===== src/rtl/lrsc_pkg.sv =====
package lrsc_pkg;
  typedef enum logic [0:0] {
    OP_LOAD_RSV  = 1'b0,
    OP_STORE_CND = 1'b1
  } lrsc_op_e;

  typedef enum logic [1:0] {
    ST_IDLE = 2'd0,
    ST_EXEC = 2'd1,
    ST_CAPT = 2'd2
  } lrsc_state_e;

  localparam int unsigned DWORD_W   = 64;
  localparam int unsigned DW_OFFS_W = 3;
endpackage


===== src/rtl/lrsc_resv_tracker.sv =====
module lrsc_resv_tracker #(
  parameter int unsigned ADDR_W = 32
) (
  input  logic              clk,
  input  logic              rst_n,
  input  logic              set_en,
  input  logic              clr_en,
  input  logic [ADDR_W-1:0] set_addr,
  input  logic [ADDR_W-1:0] chk_addr,
  input  logic              snoop_valid,
  input  logic [ADDR_W-1:0] snoop_addr,
  output logic              hit
);
  localparam int unsigned LINE_W = ADDR_W - lrsc_pkg::DW_OFFS_W;

  logic              rsv_valid_q;
  logic [LINE_W-1:0] rsv_line_q;
  logic              snoop_hit;

  assign snoop_hit = snoop_valid && rsv_valid_q &&
                     (snoop_addr[ADDR_W-1:lrsc_pkg::DW_OFFS_W] == rsv_line_q);

  // A store check sees the held reservation minus any same-cycle snoop.
  assign hit = rsv_valid_q && !snoop_hit &&
               (chk_addr[ADDR_W-1:lrsc_pkg::DW_OFFS_W] == rsv_line_q);

  always_ff @(posedge clk) begin
    if (!rst_n) begin
      rsv_valid_q <= 1'b0;
      rsv_line_q  <= '0;
    end else if (set_en) begin
      rsv_valid_q <= 1'b1;
      rsv_line_q  <= set_addr[ADDR_W-1:lrsc_pkg::DW_OFFS_W];
    end else if (clr_en || snoop_hit) begin
      rsv_valid_q <= 1'b0;
    end
  end
endmodule


===== src/rtl/lrsc_rsp_slot.sv =====
module lrsc_rsp_slot #(
  parameter int unsigned XLEN = 64
) (
  input  logic            clk,
  input  logic            rst_n,
  input  logic            load,
  input  logic [XLEN-1:0] load_data,
  input  logic            load_we,
  input  logic            load_fault,
  output logic            busy,
  output logic            rsp_valid,
  input  logic            rsp_ready,
  output logic [XLEN-1:0] rsp_data,
  output logic            rsp_rd_we,
  output logic            rsp_fault
);
  logic            valid_q;
  logic [XLEN-1:0] data_q;
  logic            we_q;
  logic            fault_q;

  always_ff @(posedge clk) begin
    if (!rst_n) begin
      valid_q <= 1'b0;
      data_q  <= '0;
      we_q    <= 1'b0;
      fault_q <= 1'b0;
    end else if (load) begin
      valid_q <= 1'b1;
      data_q  <= load_data;
      we_q    <= load_we;
      fault_q <= load_fault;
    end else if (valid_q && rsp_ready) begin
      valid_q <= 1'b0;
    end
  end

  assign busy      = valid_q;
  assign rsp_valid = valid_q;
  assign rsp_data  = data_q;
  assign rsp_rd_we = we_q;
  assign rsp_fault = fault_q;
endmodule


===== src/rtl/lrsc_ctrl.sv =====
module lrsc_ctrl #(
  parameter int unsigned XLEN   = 64,
  parameter int unsigned ADDR_W = 32
) (
  input  logic              clk,
  input  logic              rst_n,
  input  logic              req_valid,
  output logic              req_ready,
  input  logic              req_op,
  input  logic [ADDR_W-1:0] req_addr,
  input  logic [XLEN-1:0]   req_wdata,
  input  logic              req_rd_zero,
  input  logic              slot_busy,
  output logic              slot_load,
  output logic [XLEN-1:0]   slot_data,
  output logic              slot_we,
  output logic              slot_fault,
  input  logic              rsv_hit,
  output logic              rsv_set,
  output logic              rsv_clr,
  output logic [ADDR_W-1:0] op_addr,
  output logic              mem_en,
  output logic              mem_we,
  output logic [ADDR_W-1:0] mem_addr,
  output logic [63:0]       mem_wdata,
  input  logic [63:0]       mem_rdata
);
  import lrsc_pkg::*;

  localparam int unsigned EXT_W = XLEN - DWORD_W;

  lrsc_state_e       state_q;
  lrsc_op_e          op_q;
  logic [ADDR_W-1:0] addr_q;
  logic [63:0]       wdata_q;
  logic              rdz_q;
  logic              mis_q;
  logic              accept;
  logic [XLEN-1:0]   load_ext;

  generate
    if (EXT_W > 0) begin : g_sext
      assign load_ext = {{EXT_W{mem_rdata[63]}}, mem_rdata};
    end else begin : g_plain
      assign load_ext = mem_rdata[XLEN-1:0];
    end
  endgenerate

  assign req_ready = (state_q == ST_IDLE) && !slot_busy;
  assign accept    = req_valid && req_ready;
  assign op_addr   = addr_q;

  always_ff @(posedge clk) begin
    if (!rst_n) begin
      state_q <= ST_IDLE;
      op_q    <= OP_LOAD_RSV;
      addr_q  <= '0;
      wdata_q <= '0;
      rdz_q   <= 1'b0;
      mis_q   <= 1'b0;
    end else begin
      case (state_q)
        ST_IDLE: if (accept) begin
          state_q <= ST_EXEC;
          op_q    <= lrsc_op_e'(req_op);
          addr_q  <= req_addr;
          wdata_q <= req_wdata[63:0];
          rdz_q   <= req_rd_zero;
          mis_q   <= (req_addr[DW_OFFS_W-1:0] != '0);
        end
        ST_EXEC: begin
          if (!mis_q && op_q == OP_LOAD_RSV) state_q <= ST_CAPT;
          else                               state_q <= ST_IDLE;
        end
        ST_CAPT: state_q <= ST_IDLE;
        default: state_q <= ST_IDLE;
      endcase
    end
  end

  always_comb begin
    mem_en     = 1'b0;
    mem_we     = 1'b0;
    mem_addr   = addr_q;
    mem_wdata  = wdata_q;
    slot_load  = 1'b0;
    slot_data  = '0;
    slot_we    = 1'b0;
    slot_fault = 1'b0;
    rsv_set    = 1'b0;
    rsv_clr    = 1'b0;
    case (state_q)
      ST_EXEC: begin
        if (mis_q) begin
          slot_load  = 1'b1;
          slot_fault = 1'b1;
        end else if (op_q == OP_STORE_CND) begin
          mem_en    = rsv_hit;
          mem_we    = rsv_hit;
          slot_load = 1'b1;
          slot_data = rsv_hit ? '0 : XLEN'(1);
          slot_we   = !rdz_q;
          rsv_clr   = 1'b1;
        end else begin
          mem_en = 1'b1;
        end
      end
      ST_CAPT: begin
        slot_load = 1'b1;
        slot_data = load_ext;
        slot_we   = !rdz_q;
        rsv_set   = 1'b1;
      end
      default: ;
    endcase
  end
endmodule


===== src/rtl/lrsc_monitor.sv =====
module lrsc_monitor #(
  parameter int unsigned XLEN   = 64,
  parameter int unsigned ADDR_W = 32
) (
  input  logic              clk,
  input  logic              rst_n,
  input  logic              req_valid,
  output logic              req_ready,
  input  logic              req_op,
  input  logic [ADDR_W-1:0] req_addr,
  input  logic [XLEN-1:0]   req_wdata,
  input  logic              req_rd_zero,
  output logic              rsp_valid,
  input  logic              rsp_ready,
  output logic [XLEN-1:0]   rsp_data,
  output logic              rsp_rd_we,
  output logic              rsp_fault,
  input  logic              snoop_valid,
  input  logic [ADDR_W-1:0] snoop_addr,
  output logic              mem_en,
  output logic              mem_we,
  output logic [ADDR_W-1:0] mem_addr,
  output logic [63:0]       mem_wdata,
  input  logic [63:0]       mem_rdata
);
  logic              slot_busy;
  logic              slot_load;
  logic [XLEN-1:0]   slot_data;
  logic              slot_we;
  logic              slot_fault;
  logic              rsv_hit;
  logic              rsv_set;
  logic              rsv_clr;
  logic [ADDR_W-1:0] op_addr;

  lrsc_ctrl #(.XLEN(XLEN), .ADDR_W(ADDR_W)) u_ctrl (
    .clk(clk), .rst_n(rst_n),
    .req_valid(req_valid), .req_ready(req_ready), .req_op(req_op),
    .req_addr(req_addr), .req_wdata(req_wdata), .req_rd_zero(req_rd_zero),
    .slot_busy(slot_busy), .slot_load(slot_load), .slot_data(slot_data),
    .slot_we(slot_we), .slot_fault(slot_fault),
    .rsv_hit(rsv_hit), .rsv_set(rsv_set), .rsv_clr(rsv_clr), .op_addr(op_addr),
    .mem_en(mem_en), .mem_we(mem_we), .mem_addr(mem_addr),
    .mem_wdata(mem_wdata), .mem_rdata(mem_rdata)
  );

  lrsc_resv_tracker #(.ADDR_W(ADDR_W)) u_resv (
    .clk(clk), .rst_n(rst_n),
    .set_en(rsv_set), .clr_en(rsv_clr), .set_addr(op_addr), .chk_addr(op_addr),
    .snoop_valid(snoop_valid), .snoop_addr(snoop_addr), .hit(rsv_hit)
  );

  lrsc_rsp_slot #(.XLEN(XLEN)) u_slot (
    .clk(clk), .rst_n(rst_n),
    .load(slot_load), .load_data(slot_data), .load_we(slot_we),
    .load_fault(slot_fault), .busy(slot_busy),
    .rsp_valid(rsp_valid), .rsp_ready(rsp_ready), .rsp_data(rsp_data),
    .rsp_rd_we(rsp_rd_we), .rsp_fault(rsp_fault)
  );
endmodule


===== config.mk =====
export PLATFORM = sky130hd
export DESIGN_NAME = lrsc_monitor
export DESIGN_NICKNAME = d
export VERILOG_FILES = /design/src/rtl/lrsc_pkg.sv /design/src/rtl/lrsc_resv_tracker.sv /design/src/rtl/lrsc_rsp_slot.sv /design/src/rtl/lrsc_ctrl.sv /design/src/rtl/lrsc_monitor.sv
export SDC_FILE = /design/constraint.sdc
export NUM_CORES = 1
export LEC_CHECK = 0
export BUFFER_PORTS_ARGS = -buffer_cell sky130_fd_sc_hd__buf_2
export CAP_MARGIN = 5
export CORE_MARGIN = 3
export CORE_UTILIZATION = 30
export DETAILED_ROUTE_END_ITERATION = 8
export GPL_TIMING_DRIVEN = 1
export SYNTH_ARGS = -nofsm -noshare
export SYNTH_HDL_FRONTEND = slang
export SYNTH_SLANG_ARGS = --single-unit

===== constraint.sdc =====
create_clock -name clk -period 2 [get_ports clk]
set_input_delay 0.4 -clock clk [delete_from_list [all_inputs] [get_ports clk]]
set_output_delay 0.4 -clock clk [all_outputs]
set_load 0.005 [all_outputs]

==> summary.md, run 1 <==
| Metric | Value |
|---|---|
| # DRC | 0 |
| I/O pin count | 365 |
| Avg Vias per Cell | 4.57 |
| Cell count after synthesis | 856 |
| Detailed Routing Iterations Pass 1 | 4 |
| Pleak | 4.97 nW |
| Nets | 1438 |
| CTS Root Cell | clkbuf_16 |
| Post-synthesis cell type count | 33 |
| Period utilisation layout | 1.27 |
| Htree depth | 4 |
| HPWL Detailed | 18700 µm |
| Failing checks | setup timing |
| Maximum clock path buffer count | 2 |
| YS warnings | 0 |
| Placed Instance Area | 10500 µm² |
| Yosys reg bits | 198 |
| TritonCTS Buffers | 17 |
| Crit path DAT | 2140 ps |
| Synth top area share | 0.501 |
| Final Power | 0.00923 W |
| Critical path peak fanout | 3 |
| Worst EP required | 1600 ps |
| Core region area | 25500 µm² |
| Clk slew on worst S/H paths | 80 ps |
| R2R depth | 6 |
| Design Area, Final | 11200 µm² |
| Async SR Flop Fraction | 0 |
| First-pass GRT wire length | 39000 µm |
| Post-DRT Antenna Nets | 0 |
| Cells on Worst Hold Path | 3 |
| Tmin final | 2540 ps |
| CTS tree | built |
| Clock Latency Late Sink | 430 ps |
| Register area share after synthesis | 0.501 |
| CTS Hold Bufs | 0 |
| Most common flop cell mapped by yosys | dfxtp_1 |
| Area contributors post-synth | dfxtp_1 50%, a21boi_1 9.8%, nand2_1 9.6% |
| DRT Wirelength | 25200 µm |
| Mapped Nets | 1058 |
| Setup violators final | 2 |
| Cell area after synthesis | 7920 µm² |
| Layout cells sized above 1 | 0.379 |
| HP Class | in -> reg |
| Via count | 7233 |
| Wire per inst | 16.0 µm |
| Setup tns final | -1060 ps |
| Crit start category | register |
| PnR worst setup slack | -538 ps |
| Area leader, netlist | dfxtp_1 |
| Pwr Density | 823 nW/µm² |
| WS Path Type | reg -> out |
| Die X | 168 µm |
| Status | finished, violations left |
| GR Overflow Total | 0 |
| Area Growth Syn to Fin | 41.7% |
| Setup repair after global routing missed its margin | yes |
| Hold Vio Cnt, Final | 0 |
| Top post-synthesis cells by count | 202 x nand2_1, 198 x dfxtp_1, 103 x a21boi_1 |
| Min-Delay Startpoint | req_wdata[17] |
| Chip height | 168 µm |
| Post-synth EDFFs | 0 |
| CTS Sinks | 198 |
| Initial core utilization | 0.310 |
| Fin Clk Skew | 12.1 ps |
| Die ar. | 28400 µm² |
| Max Fclk | 394 MHz |
| Port bufs | 361 |
| Top-count cell post-synth | nand2_1 |
| Overall Global Routing Usage | 0.170 |
| Worst Hold Slack | 194 ps |
| RR Endpoint | u_slot.rsp_data[0] |
| Synthesized area per cell | 9.25 µm² |
| Number of global-route vias before repair | 7277 |
| Worst-Margin Slew | 456 ps |
| Standard-cell row count | 58 |
| Largest net degree at the start of global routing | 64 |
| Initial DRC Count | 312 |
| GP Congestion | 0.828 |
| Final Slew Violations | 0 |
| R2r setup slk | 140 ps |
| Initial antenna violation count | 4 |
| CP Capture Type | output pin |
| Worst VDD drop | 0.000585 V |
| Rel. slew slack | 0.696 |
| Hold Path Sink | u_ctrl.mem_wdata[17] |
| Pre-CTS WS | -379 ps |
| Max Cap Viol | 0 |
| R2R Path Start | u_resv.rsv_line_q[2] |
kinds of logic (layout without fill, tap and decap cells):
family	Yosys count	count (layout)	share of synthesized area
simple gates	326	326	0.194
flops	198	198	0.501
compound gates	177	177	0.168
buf+inv	65	458	0.0318
xor+xnor	58	58	0.0641
mux	29	29	0.0367
fa+ha+maj	3	3	0.00474
other cells	0	2	0
layer usage:
| layer | wire length [µm] | up-vias | global-route usage | share of wire |
|---|---|---|---|---|
| met5 | 27 | - | 0 | 0.0011 |
| met4 | 493 | 4 | 0.0434 | 0.020 |
| met3 | 1770 | 38 | 0.0523 | 0.070 |
| met2 | 12300 | 237 | 0.295 | 0.49 |
| met1 | 10600 | 3341 | 0.205 | 0.42 |
| li1 | - | 3613 | - | - |
stage by stage:
stage,cells,util
6_report,1581,0.439
5_1_grt,1581,0.439
4_1_cts,1578,0.438
3_5_place_dp,1546,0.412
3_3_place_gp,1546,0.412
2_1_floorplan,856,-
power by group:
part           switching, W  total, W  leakage (nW)  internal (W)
Combinational      0.000718   0.00140          3.05      0.000683
Sequential         0.000117   0.00425          1.61       0.00413
Clock               0.00174   0.00358         0.303       0.00184
worst max-delay path, stage by stage, from the launching register on:
cell      delay, ps
dfxtp_2         330
xnor2_1         140
buf_4           130
nand4_1         110
or4_4           520
o211ai_4        240
a21oi_2         100
buf_2           140
cell usage in the layout, fill, tap and decap left out, drive strengths merged, types with 3 or more instances in the layout:
cell type / count
xnor2: 42
nor2b: 94
a21boi: 103
clkinv: 5
buf: 423
ha: 3
nand2: 202
and2: 3
a22oi: 63
nor4: 7
mux2i: 29
nand4: 10
xor2: 16
nand3: 3
clkbuf: 18
dfxtp: 198
inv: 11
sequential cells by signal, indices dropped and copies added, names as in the netlist, 2 cells and up:
signal	count
u_ctrl.mem_wdata	64
u_ctrl.state_q	2
u_slot.rsp_data	64
u_ctrl.mem_addr	32
u_resv.rsv_line_q	29
worst max path at each step:
stage,start,to,depth (start not counted)
floorplan,snoop_addr[27],mem_en,5
global placement,snoop_addr[27],mem_en,7
detailed placement,snoop_addr[11],mem_en,7
CTS,u_resv.rsv_line_q[2],mem_we,7
global route,u_resv.rsv_line_q[2],mem_en,7
finish,u_resv.rsv_line_q[2],mem_en,7
area by class of cell:
type | count | area (µm²)
sequential | 198 | 3970
fill | 2588 | 14300
clock inverter | 14 | 178
tap | 330 | 413
inverter | 3 | 11.3
timing repair buffer | 423 | 2410
clock buffer | 18 | 439
multi-input combinational | 593 | 3800
antenna | 2 | 5.00
what timing repair did:
action	in CTS	in global routing
pin swaps	2	0
setup endpoints to repair	3	3
setup buffers	0	1
resized for setup	8	4
(Power assumes the default switching activity.)
==> run 2: changes to the inputs <==
--- a/config.mk
+++ b/config.mk
@@ -9,8 +9,11 @@
 export CAP_MARGIN = 5
 export CORE_MARGIN = 3
 export CORE_UTILIZATION = 30
+export CTS_BUF_LIST = sky130_fd_sc_hd__clkbuf_4 sky130_fd_sc_hd__clkbuf_8
 export DETAILED_ROUTE_END_ITERATION = 8
 export GPL_TIMING_DRIVEN = 1
 export SYNTH_ARGS = -nofsm -noshare
 export SYNTH_HDL_FRONTEND = slang
+export SYNTH_HIERARCHICAL = 1
 export SYNTH_SLANG_ARGS = --single-unit
+export TNS_END_PERCENT = 5
==> summary.md, run 2 <==
| Metric | Value |
|---|---|
| Status | finished, violations left (unchanged) |
| Failing checks | setup timing (unchanged) |
| M2 GR Usage | 0.282 (was 0.295) |
| Largest net degree at the start of global routing | 65 (was 64) |
| CP delay by family, top | simple AND/OR/NAND/NOR gates (unchanged) |
| Hold Path Sink | u_ctrl/mem_wdata[41] (was u_ctrl.mem_wdata[17]) |
| P_sw | 0.00258 W (was 0.00257 W) |
| Fillers | 2968 (was 2588) |
| Initial core utilization | 0.309 (was 0.310) |
| Initial DRC Count | 324 (was 312) |
| Setup violators final | 2 (unchanged) |
| Setup repair after global routing missed its margin | yes (unchanged) |
| GR Overflow Total | 0 (unchanged) |
| GRT Max-Usage Layer | met2 (unchanged) |
| R2R Path Start | u_resv/rsv_line_q[14] (was u_resv.rsv_line_q[2]) |
| Critical-path top delay cell | or4_4 (unchanged) |
| Pleak | 5.20 nW (was 4.97 nW) |
| CP Capture Type | output pin (unchanged) |
| WS Path Type | reg -> out (unchanged) |
| HP Class | in -> reg (unchanged) |
| Placed Instance Area | 11300 µm² (was 10500 µm²) |
| CTS Root Cell | clkbuf_8 (was clkbuf_16) |
| First-pass GRT wire length | 40900 µm (was 39000 µm) |
| # DRC | 0 (unchanged) |
| Avg Vias per Cell | 4.52 (was 4.57) |
| Min-Delay Startpoint | req_wdata[41] (was req_wdata[17]) |
| Initial antenna violation count | 4 (unchanged) |
| CTS Sinks | 198 (unchanged) |
| I/O pin count | 365 (unchanged) |
| Port bufs | 361 (unchanged) |
| Final Power | 0.00833 W (was 0.00923 W) |
| Commonest non-fill, non-tap cells in the layout | 360 x buf_2, 186 x dfxtp_1, 102 x nand2_1 (was 360 x buf_2, 201 x nand2_1, 197 x dfxtp_1) |
| Crit start category | register (unchanged) |
| PnR worst setup slack | -755 ps (was -538 ps) |
| Cells on Worst Hold Path | 3 (unchanged) |
| Area Growth Syn to Fin | 32.0% (was 41.7%) |
| Max Fclk | 363 MHz (was 394 MHz) |
| YS warnings | 6 (was 0) |
| Cells along the critical path | buf_6 -> xnor2_2 -> nand4_1 -> or4_4 -> o21ai_4 -> nor3_4 -> nor2b_1 -> nor3b_2 -> buf_2 (was xnor2_1 -> buf_4 -> nand4_1 -> or4_4 -> o211ai_4 -> a21oi_2 -> buf_2) |
| M3 GR Usage | 0.0553 (was 0.0523) |
| P_int | 0.00575 W (was 0.00666 W) |
| Die ar. | 32000 µm² (was 28400 µm²) |
| RR Endpoint | u_slot/rsp_data[0] (was u_slot.rsp_data[0]) |
| GP Congestion | 0.822 (was 0.828) |
| Number of global-route vias before repair | 7342 (was 7277) |
| Combinational share of power | 0.168 (was 0.152) |
| Cell count after synthesis | 964 (was 856) |
| Hold Vio Cnt, Final | 0 (unchanged) |
| Net switching fraction of the power | 0.310 (was 0.279) |
| Reg power frac | 0.509 (was 0.460) |
| Cell area after synthesis | 8980 µm² (was 7920 µm²) |
| Area of the multi-input gates | 4470 µm² (was 3800 µm²) |
| Post-DRT Antenna Nets | 0 (unchanged) |
| Layout cells sized above 1 | 0.405 (was 0.379) |
| Htree depth | 4 (unchanged) |
| HPWL Detailed | 21400 µm (was 18700 µm) |
| Clk slew on worst S/H paths | 130 ps (was 80 ps) |
| Mapped Nets | 1167 (was 1058) |
| Critical path buffers and inverters | 2 (unchanged) |
| Rel. slew slack | 0.725 (was 0.696) |
| Worst VDD drop | 0.000438 V (was 0.000585 V) |
| Synthesized area per cell | 9.31 µm² (was 9.25 µm²) |
| Max Cap Viol | 0 (unchanged) |
| Maximum clock path buffer count | 2 (unchanged) |
| Chip height | 179 µm (was 168 µm) |
| CTS tree | built (unchanged) |
| WP depth | 9 (was 7) |
| R2R depth | 10 (was 6) |
| Final Slew Violations | 0 (unchanged) |
| DRT Wirelength | 27900 µm (was 25200 µm) |
| Wire per inst | 16.3 µm (was 16.0 µm) |
| Worst EP required | 1600 ps (about the same) |
| Design Area, Final | 11900 µm² (was 11200 µm²) |
| Core region area | 29100 µm² (was 25500 µm²) |
| Period utilisation layout | 1.38 (was 1.27) |
| Fin Clk Skew | 19.8 ps (was 12.1 ps) |
| Clock Power Share | 0.323 (was 0.388) |
| Standard-cell row count | 62 (was 58) |
| Worst-Margin Slew | 413 ps (was 456 ps) |
| Via count | 7732 (was 7233) |
| Critical path peak fanout | 3 (unchanged) |
| Tmin final | 2760 ps (was 2540 ps) |
| FF+latch area | 3980 µm² (was 3970 µm²) |
| CP max stage delay | 560 ps (was 520 ps) |
| Detailed Routing Iterations Pass 1 | 4 (unchanged) |
| Crit path DAT | 2360 ps (was 2140 ps) |
| Pwr Density | 703 nW/µm² (was 823 nW/µm²) |
| Clock Latency Late Sink | 460 ps (was 430 ps) |
| Nets | 1512 (was 1438) |
| Commonest non-fill, non-tap cell in the layout | buf_2 (unchanged) |
| Post-layout util | 0.407 (was 0.439) |
| R2r setup slk | 50 ps (was 140 ps) |
| Overall Global Routing Usage | 0.166 (was 0.170) |
| Die X | 179 µm (was 168 µm) |
| Met1 Track Usage GR | 0.201 (was 0.205) |
| TritonCTS Buffers | 17 (unchanged) |
run 2: power groups by stage:
stage                     clock [W]  sequential (W)  combinational, W
after global placement            0         0.00432           0.00138
final                       0.00269         0.00424           0.00140
after detailed placement          0         0.00432           0.00139
after global routing        0.00297         0.00426           0.00154
after floorplan                   0         0.00433          0.000771
after CTS                   0.00282         0.00424           0.00142
run 2: what timing repair did:
| action | in CTS | in global routing |
|---|---|---|
| hold buffers | 0 | 0 |
| gates resized for setup | 22 | 13 |
| endpoints found under the setup margin | 3 | 4 |
| hold endpoints to repair | 0 | 0 |
| pin swaps | 12 | 9 |
| buffers inserted | 2 | 0 |
run 2: worst max path at each step:
| stage | to | slack (ps) | start |
|---|---|---|---|
| 2_1_floorplan | mem_en | 100 | snoop_addr[14] |
| 3_3_place_gp | mem_en | -690 | u_resv/rsv_line_q[4] |
| 3_5_place_dp | mem_en | -640 | u_resv/rsv_line_q[4] |
| 4_1_cts | mem_en | -790 | u_resv/rsv_line_q[26] |
| 5_1_grt | mem_en | -870 | u_resv/rsv_line_q[14] |
| 6_report | mem_en | -760 | u_resv/rsv_line_q[14] |
run 2: cell type report:
type,instances,area share
diodes,5,0.00106
clock buffers,17,0.0197
clock inverters,15,0.0151
inverters,4,0.00127
multi-input cells,659,0.377
flip-flops and latches,198,0.336
well taps,384,0.0405
repair buffers,429,0.210
run 2: metrics by stage:
step	TNS, ps	cells	hold WS (ps)	setup WS [ps]
global route	-1700	1708	82.6	-871
finish	-1430	1711	135	-755
detailed placement	-1190	1672	441	-636
global placement	-1290	1672	433	-689
floorplan	0	964	436	97.1
CTS	-1490	1706	95.2	-790
run 2: routing by layer:
metal,routed length [µm],share of wire,vias to the layer above
li1,-,-,3878
met1,11800,0.42,3549
met2,13200,0.47,280
met3,2460,0.088,21
met4,437,0.016,4
met5,30,0.0011,-
run 2: worst min-delay path, stage by stage:
cell     delay [ps]
buf_2            80
nand3_2          50
o21ai_2          50
==> run 3: changes to the inputs <==
--- a/config.mk
+++ b/config.mk
@@ -12,6 +12,7 @@
 export CTS_BUF_LIST = sky130_fd_sc_hd__clkbuf_4 sky130_fd_sc_hd__clkbuf_8
 export DETAILED_ROUTE_END_ITERATION = 8
 export GPL_TIMING_DRIVEN = 1
+export SKIP_LAST_GASP = 1
 export SYNTH_ARGS = -nofsm -noshare
 export SYNTH_HDL_FRONTEND = slang
 export SYNTH_HIERARCHICAL = 1
==> summary.md, run 3 (synthesis gave the netlist of run 2 again) <==
| Metric | Value |
|---|---|
| Worst-Margin Slew | 412 ps (was 413 ps) |
| Metal3 WL | 2480 µm (was 2460 µm) |
| Status | finished, violations left (unchanged) |
| Nets | 1512 (unchanged) |
| Reg power frac | 0.509 (about the same) |
| Pwr Density | 703 nW/µm² (about the same) |
| HP Class | in -> reg (unchanged) |
| Finished Layout Cells | 1711 (unchanged) |
| Setup repair after global routing missed its margin | yes (unchanged) |
| Pleak | 5.20 nW (about the same) |
| P_sw | 0.00258 W (about the same) |
| Wire length on met1 | 11800 µm (about the same) |
| Avg Vias per Cell | 4.55 (was 4.52) |
| Worst VDD drop | 0.000447 V (was 0.000438 V) |
| Critical-path top delay cell | or4_4 (unchanged) |
| Worst Hold Slack | 133 ps (was 135 ps) |
| I/O pin count | 365 (unchanged) |
| Commonest non-fill, non-tap cells in the layout | 360 x buf_2, 187 x dfxtp_1, 102 x nand2_1 (was 360 x buf_2, 186 x dfxtp_1, 102 x nand2_1) |
| Max Fclk | 363 MHz (about the same) |
| GP Congestion | 0.822 (unchanged) |
| TritonCTS Buffers | 17 (unchanged) |
| Standard-cell row count | 62 (unchanged) |
| Port bufs | 361 (unchanged) |
| Die ar. | 32000 µm² (unchanged) |
| Clock Power Share | 0.323 (about the same) |
| Layout cells sized above 1 | 0.402 (was 0.405) |
| CTS Root Cell | clkbuf_8 (unchanged) |
| Post-DRT Antenna Nets | 0 (unchanged) |
| Detailed Routing Iterations Pass 1 | 4 (unchanged) |
| Setup violators final | 2 (unchanged) |
| Chip height | 179 µm (unchanged) |
| Rel. slew slack | 0.725 (about the same) |
| # DRC | 0 (unchanged) |
| Commonest non-fill, non-tap cell in the layout | buf_2 (unchanged) |
| Initial core utilization | 0.309 (unchanged) |
| Critical path peak fanout | 3 (unchanged) |
| PnR worst setup slack | -758 ps (was -755 ps) |
| Clk slew on worst S/H paths | 130 ps (about the same) |
| Top Layer Used | met5 (unchanged) |
| CP max stage delay | 560 ps (about the same) |
| Via count | 7778 (was 7732) |
| Hold Vio Cnt, Final | 0 (unchanged) |
| Cells along the critical path | buf_6 -> xnor2_2 -> nand4_1 -> or4_4 -> o21ai_4 -> nor3_4 -> nor2b_1 -> nor3b_2 -> buf_2 (unchanged) |
| GR Overflow Total | 0 (unchanged) |
| Worst EP required | 1600 ps (about the same) |
| Max Cap Viol | 0 (unchanged) |
| Failing checks | setup timing (unchanged) |
| Overall Global Routing Usage | 0.166 (unchanged) |
| Maximum clock path buffer count | 2 (unchanged) |
| Dpl cells | 1672 (unchanged) |
| Wire per inst | 16.3 µm (about the same) |
| Die X | 179 µm (unchanged) |
| Core region area | 29100 µm² (unchanged) |
| Fin Clk Skew | 20.9 ps (was 19.8 ps) |
| Crit path DAT | 2360 ps (about the same) |
| CTS Sinks | 198 (unchanged) |
| Combinational share of power | 0.168 (about the same) |
| CTS Hold Bufs | 0 (unchanged) |
| FF+latch area | 3980 µm² (about the same) |
| WS Path Type | reg -> out (unchanged) |
| Crit start category | register (unchanged) |
| Period utilisation layout | 1.38 (about the same) |
| P_int | 0.00575 W (about the same) |
| Largest net degree at the start of global routing | 65 (unchanged) |
| Tmin final | 2760 ps (about the same) |
| Initial antenna violation count | 4 (unchanged) |
| Met2 wire len | 13200 µm (about the same) |
| DRT Wirelength | 27900 µm (about the same) |
| CTS tree | built (unchanged) |
| HPWL Detailed | 21400 µm (unchanged) |
| First-pass GRT wire length | 40900 µm (unchanged) |
| Final Slew Violations | 0 (unchanged) |
| Clock Latency Late Sink | 470 ps (was 460 ps) |
| Initial DRC Count | 293 (was 324) |
| Number of global-route vias before repair | 7342 (unchanged) |
| Htree depth | 4 (unchanged) |
| Fillers | 2968 (unchanged) |
| CP Capture Type | output pin (unchanged) |
| Area Growth Syn to Fin | 32.0% (about the same) |
| Net switching fraction of the power | 0.310 (about the same) |
| Area of the multi-input gates | 4460 µm² (was 4470 µm²) |
[run 3: critical path, delay by kind of cell, from the launching register on]
family                    cells  cell delay (ps)
DFF                           1              370
AOI/OAI and AO/OA             1              190
buffers and inverters         2              260
and+or+nand+nor               5              980
xor gates and xnor gates      1              100
[run 3: repair_timing]
item | in CTS | in global routing
setup endpoints to repair | 3 | 4
buffers inserted | 2 | 0
pin swaps | 11 | 9
resized for setup | 21 | 12
[run 3: area by class of cell]
type / count / area share
clock inverter: 15 / 0.0151
tap: 384 / 0.0405
timing repair buffer: 429 / 0.210
inverter: 4 / 0.00127
antenna: 5 / 0.00106
sequential: 198 / 0.336
clock buffer: 17 / 0.0197
multi-input combinational: 659 / 0.377
[run 3: metrics by stage]
| step | instance area (µm²) | total power, W | utilization | TNS [ps] | setup WS (ps) |
|---|---|---|---|---|---|
| 3_5_place_dp | 11300 | 0.00571 | 0.387 | -1190 | -636 |
| 3_3_place_gp | 11300 | 0.00570 | 0.387 | -1290 | -689 |
| 6_report | 11900 | 0.00833 | 0.407 | -1440 | -758 |
| 2_1_floorplan | 8980 | 0.00510 | - | 0 | 97.1 |
| 4_1_cts | 11800 | 0.00848 | 0.405 | -1490 | -790 |
| 5_1_grt | 11800 | 0.00878 | 0.407 | -1740 | -871 |
[run 3: final timing paths]
check             depth (start not counted)              endpoint                  start  slack, ps
setup / recovery                          9                mem_en  u_resv/rsv_line_q[14]       -760
hold / removal                            3   u_ctrl/mem_addr[21]           req_addr[21]        130
setup reg to reg                         10    u_slot/rsp_data[0]  u_resv/rsv_line_q[14]         40
hold reg to reg                           2  u_ctrl/mem_wdata[61]   u_ctrl/mem_wdata[61]        460
[run 3: power groups by stage]
stage | clock, W | combinational, W | sequential (W)
final | 0.00269 | 0.00140 | 0.00424
after global routing | 0.00297 | 0.00154 | 0.00426
after CTS | 0.00282 | 0.00141 | 0.00424
after detailed placement | 0 | 0.00139 | 0.00432
after global placement | 0 | 0.00138 | 0.00432
after floorplan | 0 | 0.000771 | 0.00433
[run 3: metal layers]
| layer | global-route usage | vias up |
|---|---|---|
| met5 | 0 | - |
| met4 | 0.0448 | 4 |
| met3 | 0.0553 | 23 |
| met2 | 0.282 | 294 |
| met1 | 0.201 | 3575 |
| li1 | - | 3882 |
